### src/rtl/wdog_ctrl.sv
module wdog_ctrl #(
  parameter int EXP0  = 15,
  parameter int EXP1  = 18,
  parameter int EXP2  = 21,
  parameter int EXP3  = 24,
  parameter int GRACE = 512
) (
  input  logic       clk,
  input  logic       por,
  input  logic       soft_rst,
  input  logic       wr_en,
  input  logic [7:0] wr_data,
  output logic [7:0] rd_data,
  input  logic       irq_en,
  input  logic       gie,
  output logic       irq,
  output logic       sys_rst
);
  localparam int CW  = EXP3;
  localparam int CW1 = CW + 1;
  localparam int GW  = $clog2(GRACE);

  logic [1:0]    sel;
  logic          rst_en, rst_flag, int_flag, grace, fire_q;
  logic [CW-1:0] cnt;
  logic [GW-1:0] gcnt;
  logic [CW:0]   tgt;

  always_comb begin
    case (sel)
      2'd0:    tgt = (CW1'(1) << EXP0) - CW1'(1);
      2'd1:    tgt = (CW1'(1) << EXP1) - CW1'(1);
      2'd2:    tgt = (CW1'(1) << EXP2) - CW1'(1);
      default: tgt = (CW1'(1) << EXP3) - CW1'(1);
    endcase
  end

  wire run       = rst_en | irq_en;
  wire elapse    = run && ({1'b0, cnt} == tgt);
  wire sel_chg   = wr_en && (wr_data[5:4] != sel) && !grace;
  wire ewt_start = wr_en && wr_data[1] && !rst_en && !irq_en;
  wire cnt_clr   = (wr_en && wr_data[0]) || sel_chg || ewt_start;
  wire rst_en_nx = wr_en ? wr_data[1] : rst_en;
  wire sw_set    = wr_en && wr_data[3] && !int_flag;
  wire fire      = grace && (gcnt == GW'(GRACE - 1)) && rst_en;
  wire start     = (elapse || sw_set) && rst_en_nx && !grace;
  wire unused_wr = ^{wr_data[7:6], wr_data[2]};

  always_ff @(posedge clk) begin
    if (por) begin
      sel <= '0; rst_en <= 1'b0; rst_flag <= 1'b0; int_flag <= 1'b0;
      cnt <= '0; gcnt <= '0; grace <= 1'b0; fire_q <= 1'b0;
    end else if (soft_rst) begin
      sel <= '0; int_flag <= 1'b0;
      cnt <= '0; gcnt <= '0; grace <= 1'b0; fire_q <= 1'b0;
    end else begin
      if (wr_en) begin
        sel      <= wr_data[5:4];
        rst_en   <= wr_data[1];
        int_flag <= wr_data[3];
      end
      if (elapse) int_flag <= 1'b1;

      if (cnt_clr || elapse) cnt <= '0;
      else if (run)          cnt <= cnt + 1'b1;

      fire_q <= fire;
      if (start) begin
        grace <= 1'b1;
        gcnt  <= '0;
      end else if (grace) begin
        if (fire) begin
          grace    <= 1'b0;
          rst_flag <= 1'b1;
        end else if (!rst_en_nx) begin
          grace <= 1'b0;
        end else begin
          gcnt <= gcnt + 1'b1;
        end
      end
    end
  end

  assign rd_data = {2'b00, sel, int_flag, rst_flag, rst_en, 1'b0};
  assign irq     = int_flag & irq_en & gie;
  assign sys_rst = fire_q;

  assert_rst_pulse_R8: assert property (@(posedge clk) disable iff (por)
    sys_rst |=> !sys_rst);
  assert_grace_from_flag_R8: assert property (@(posedge clk) disable iff (por || soft_rst)
    $rose(grace) |-> int_flag);
  assert_rst_needs_arm_R9: assert property (@(posedge clk) disable iff (por)
    sys_rst |-> $past(rst_en));
  assert_cause_set_R10: assert property (@(posedge clk) disable iff (por)
    sys_rst |-> rst_flag);
  assert_cause_sticky_R10: assert property (@(posedge clk) disable iff (por)
    !$fell(rst_flag));
  assert_halt_hold_R4: assert property (@(posedge clk) disable iff (por || soft_rst)
    (!rst_en && !irq_en && !wr_en) |=> $stable(cnt));
endmodule

### config.mk
export PLATFORM = sky130hd
export DESIGN_NAME = wdog_ctrl
export DESIGN_NICKNAME = d
export VERILOG_FILES = /design/src/rtl/wdog_ctrl.sv
export SDC_FILE = /design/constraint.sdc
export NUM_CORES = 1
export LEC_CHECK = 0
export BUFFER_PORTS_ARGS = -buffer_cell sky130_fd_sc_hd__buf_4
export CORE_ASPECT_RATIO = 0.9
export CORE_MARGIN = 4
export CORE_UTILIZATION = 25
export CTS_CLUSTER_DIAMETER = 40
export DETAILED_ROUTE_END_ITERATION = 6
export GPL_TIMING_DRIVEN = 0
export PLACE_DENSITY = 0.4
export SLEW_MARGIN = 30
export SYNTH_ARGS = -nofsm -noshare
export SYNTH_HDL_FRONTEND = slang
export SYNTH_SLANG_ARGS = --single-unit
### constraint.sdc
create_clock -name clk -period 1.8 [get_ports clk]
set_clock_uncertainty 0.05 [all_clocks]
set_input_delay 0.09 -clock clk [delete_from_list [all_inputs] [get_ports clk]]
set_output_delay 0.09 -clock clk [all_outputs]
set_load 0.02 [all_outputs]
Yosys cells after proc, flatten, opt, wreduce, memory -nomap -nowiden:

Cells that the tools add are included.

* reduce and logical (&&, ||, !) cells: 28
* equality and inequality tests: 5
* mux-type cells: 8
* bitwise gates (word level): 6
* $add $sub $neg: 2

Operators by type and width (number)
* case mux 24 bit (3 select lines): 1
* equality test 24 x 25 -> 1 bit: 1
* adder 24 x 1 -> 24 bit, second input constant: 1
* logical AND 1 bit: 13
* adder 9 x 1 -> 9 bit, second input constant: 1
* equality test 9 bit, second input constant: 1
* two-way mux 1 bit: 7
* OR reduction 3 bit: 2
* logical NOT 1 bit: 4
* logical OR 1 bit: 4
* AND reduction 4 bit: 1
* inverter 1 bit: 3
* AND reduction 3 bit: 1
* bitwise AND 1 bit: 2
* equality test 2 x 1 -> 1 bit, second input constant: 1
* equality test 2 bit, second input constant: 1
* logical NOT 2 bit: 1
* != test 2 bit: 1
* nonzero test 2 bit: 1
* OR reduction 2 bit: 1
* bitwise OR 1 bit: 1

* register bits: 40
* input bits: 14

Logic depth before layout (Yosys ltp):

* depth after elaboration: 9
* depth in mapped cells: 10
* gate-level depth less buffers: 9

Worst setup path after synthesis:

No wires, ideal clock.

* path type: register to register
* start point: register sel[1]
* end point: register cnt[11]
* cell stages (with the launch flop): 7
* library setup time: 0.116 ns
* data arrival time: 1.735 ns
* slack: -0.101 ns
* path buffers: 1
* cells stage by stage: dfxtp_1 -> nand4_1 -> a21o_2 -> a2111o_1 -> o211ai_2 -> buf_6 -> nor2_2

* word-level cells in the longest chain between the ends: 7

Ends and longest elaborated chain
* start: declaration: line 23 `logic [1:0] sel;`
* start signal: assignment: line 58 `sel <= wr_data[5:4];`
* branches (longest 5 deep; another with equality test 24 x 25 -> 1 bit)
* logical OR 1 bit (*): line 64 `if (cnt_clr || elapse) cnt <= '0;`
* OR reduction 3 bit (no line) (*)
* end signal: assignment: line 65 `else if (run) cnt <= cnt + 1'b1;`
* end: declaration: line 25 `logic [CW-1:0] cnt;`

Mark *: on every way between the ends.
A chain may end at the register's enable or synchronous reset.

Worst setup path in the final report:

* start point: register cnt[6]
* end point: register cnt[5]

* word-level cells in the longest chain between the ends: 4

Ends and longest elaborated chain
* equality test 24 x 25 -> 1 bit: line 39 `wire elapse = run && ({1'b0, cnt} == tgt);`
* logical AND 1 bit: line 39
* logical OR 1 bit: line 64
* OR reduction 3 bit (no line)

No other way between the ends.

==> results.json <==
{
  "outcome": "complete, but fails checks",
  "violations": "negative setup slack",
  "grt_pass1_wl_um": 8445,
  "worst_slack_ns": -0.1280,
  "endpoint_kind": "flip-flop",
  "arrival_ns": 2.06,
  "p_leak_nw": 0.9854,
  "synth_cells": 231,
  "gr-usage-all-layers_pct": 10.61,
  "async_flop_share_pct": 0,
  "start_util_pct": 25.78,
  "rsz0062_at_grt": "yes",
  "crit_path_start_kind": "flip-flop",
  "cp-startpoint": "cnt[6]$_SDFFE_PP0P_",
  "reg2reg_slack_ns": -0.13,
  "pin_count": 24,
  "hold_path.class": "in2reg",
  "dp.cells": 348,
  "fillers": 868,
  "finalNonFillerCells": 375,
  "antenna_found_initial": 0,
  "cp.required_ns": 1.93,
  "dr_total_vias": 1678,
  "cap_viol_max_count": 0,
  "tns_ns": -2.588,
  "layout_common_cells": "34 x buf_4, 25 x nor2_1, 20 x nor2_2, 20 x xnor2_1, 19 x dfxtp_1",
  "power_mw": 1.792,
  "wl_per_cell_um": 12.81,
  "syn_to_final_growth_pct": 33.17,
  "endpoint": "cnt[5]$_SDFFE_PP0P_",
  "cts_inserted_buffers": 5,
  "syn_area_per_cell_um2": 9.045,
  "h-tree-depth": 2,
  "critPathKind": "reg2reg",
  "grt-ovfl-total": 0,
  "drive_gt1_share_pct": 41.30,
  "setup_viol": 33,
  "ys_warn_count": 0,
  "clock_latency_ns": 0.29,
  "yosysUniqueCellTypes": 48,
  "fp-row-count": 31,
  "ys_ff_latch": 40,
  "ys.flop_type": "dfxtp_1",
  "io_buffers": 16,
  "yosys-top-cells-area": "dfxtp_1 38%, xnor2_1 8.4%, nor2_2 6.0%, xor2_1 5.0%, nor2_1 4.7%",
  "die_area_mm2": 0.009887,
  "diodes": 0,
  "nets": 292,
  "hold_start": "wr_data[1]",
  "drc_errors": 0,
  "synth_edf_count": 0,
  "wl_um": 4805,
  "r2r_end": "cnt[5]$_SDFFE_PP0P_",
  "grt_pass1_vias": 1760,
  "ctsRootBufferMaster": "clkbuf_8",
  "numClockSinks": 40,
  "dieWidth_um": 104.4,
  "ys_seq_area_share_pct": 38.32,
  "clkTransAtPathRegs_ns": 0.08,
  "hpwl_um": 3289,
  "max_freq_mhz": 518.7,
  "final.period_utilization_pct": 107.1,
  "dr.pass1.iters": 2,
  "drtAntennaViolNets": 0,
  "yosys.area.top_type_share_pct": 38.32,
  "cts_tree": "built",
  "netlist_area_mm2": 0.002090,
  "gp_congestion": 0.7071,
  "timing.hold.ws_ns": 0.02262,
  "ctsLongestPathBuffers": 2,
  "layout_commonest_cell": "buf_4",
  "grt_max_degree": 13,
  "reg2reg_from": "cnt[6]$_SDFFE_PP0P_",
  "reg2regPathDepth": 7,
  "vias_per_cell": 4.475,
  "hold_viol_final": 0,
  "worstPathMaxFanout": 5,
  "powerDensity_mw_per_mm2": 644.0,
  "yosysTopAreaCell": "dfxtp_1",
  "coreArea_mm2": 0.008107,
  "ir_drop_mv": 0.2424,
  "finalCriticalPeriod_ns": 1.928,
  "finalMaxSlewViolations": 0,
  "drtIter0Drc": 49,
  "die_y_um": 94.73
}
power breakdown:
group | switching (mW) | leakage, nW | internal [mW]
clock | 0.325 | 0.0552 | 0.412
combinational | 0.0780 | 0.596 | 0.0857
sequential | 0.00785 | 0.334 | 0.883
total | 0.411 | 0.985 | 1.38
routing by layer:
layer,GRT usage (%),wire length [um],vias up
li1,-,-,871
met1,14.50,2571,782
met2,16.13,2020,18
met3,2.666,146,7
met4,3.987,68,0
met5,0,0,-
how the worst min path moves through the flow:
stage                                to  slack (ns)  depth (start not counted)
CTS                 rst_en$_SDFFE_PP0N_        0.02                          3
global placement    rst_en$_SDFFE_PP0N_        0.24                          2
detailed placement  rst_en$_SDFFE_PP0N_        0.24                          2
global route        rst_en$_SDFFE_PP0N_        0.06                          3
floorplan           rst_en$_SDFFE_PP0N_        0.10                          1
finish              rst_en$_SDFFE_PP0N_        0.02                          3
what timing repair did:
action / in CTS / in global routing
resized for setup: 21 / 21
pin swaps: 12 / 7
endpoints found under the hold margin: 4 / 0
buffers inserted: 10 / 6
hold buffers: 3 / 0
endpoints found under the setup margin: 35 / 35
gates cloned: 1 / 0
critical path: stages (launching register included):
cell and delay, ns:
dfxtp_4 0.37, and4_4 0.26, nand2_8 0.07, a2111o_1 0.50, o211ai_4 0.28, buf_12 0.15
buf_16 0.11, nor2_2 0.04
cell families (layout without fill, tap and decap cells):
logic type	Yosys count	in the layout	synth area share, %
and+or+nand+nor	112	112	30.12
DFF	40	40	38.32
xor gates and xnor gates	32	32	13.41
buffers and inverters	17	60	5.688
other	1	3	0.1795
muxes	7	7	3.413
adders and majority gates	3	3	1.797
AOI/OAI and AO/OA	19	19	7.067
synth_stat cells (2+ instances only):
library cell	count
buf_2	2
buf_4	6
nor2_2	20
inv_1	4
and2_1	2
a21oi_1	4
xnor2_1	20
xor2_1	12
nor3_1	8
nand4_1	6
nor4b_1	2
nand3_1	9
o21ai_0	4
nor2_1	26
and4_1	4
nor4_1	4
and3_1	4
nand2_1	14
ha_1	3
mux2i_1	6
dfxtp_1	40
buf_6	4
or2_2	2
cell type report:
class	instances	area [um2]	area share, %
Clock buffer	6	72.57	2.608
Inverter	4	15.01	0.5396
Clock inverter	2	35.03	1.259
Timing Repair Buffer	36	330.3	11.87
Sequential cell	40	837.1	30.08
Multi-Input combinational cell	176	1266	45.50
Tap cell	99	123.9	4.451
Buffer	12	102.6	3.687
state kept, by name, indices dropped and copies added, names as in the netlist:
register and count:
gcnt 9, rst_en 1, int_flag 1, rst_flag 1
cnt 24, sel 2, grace 1, sys_rst 1
stage by stage:
step                      instance area (um2)  setup WS, ns  utilization [%]
after floorplan                          2130     -0.001066                -
after global placement                   2374       -0.3309            29.28
after detailed placement                 2374       -0.3258            29.28
after CTS                                2694       -0.1201            33.23
after global routing                     2783       -0.1987            34.33
final                                    2783       -0.1280            34.33
No activity file was read; power rests on OpenSTA's default activity.
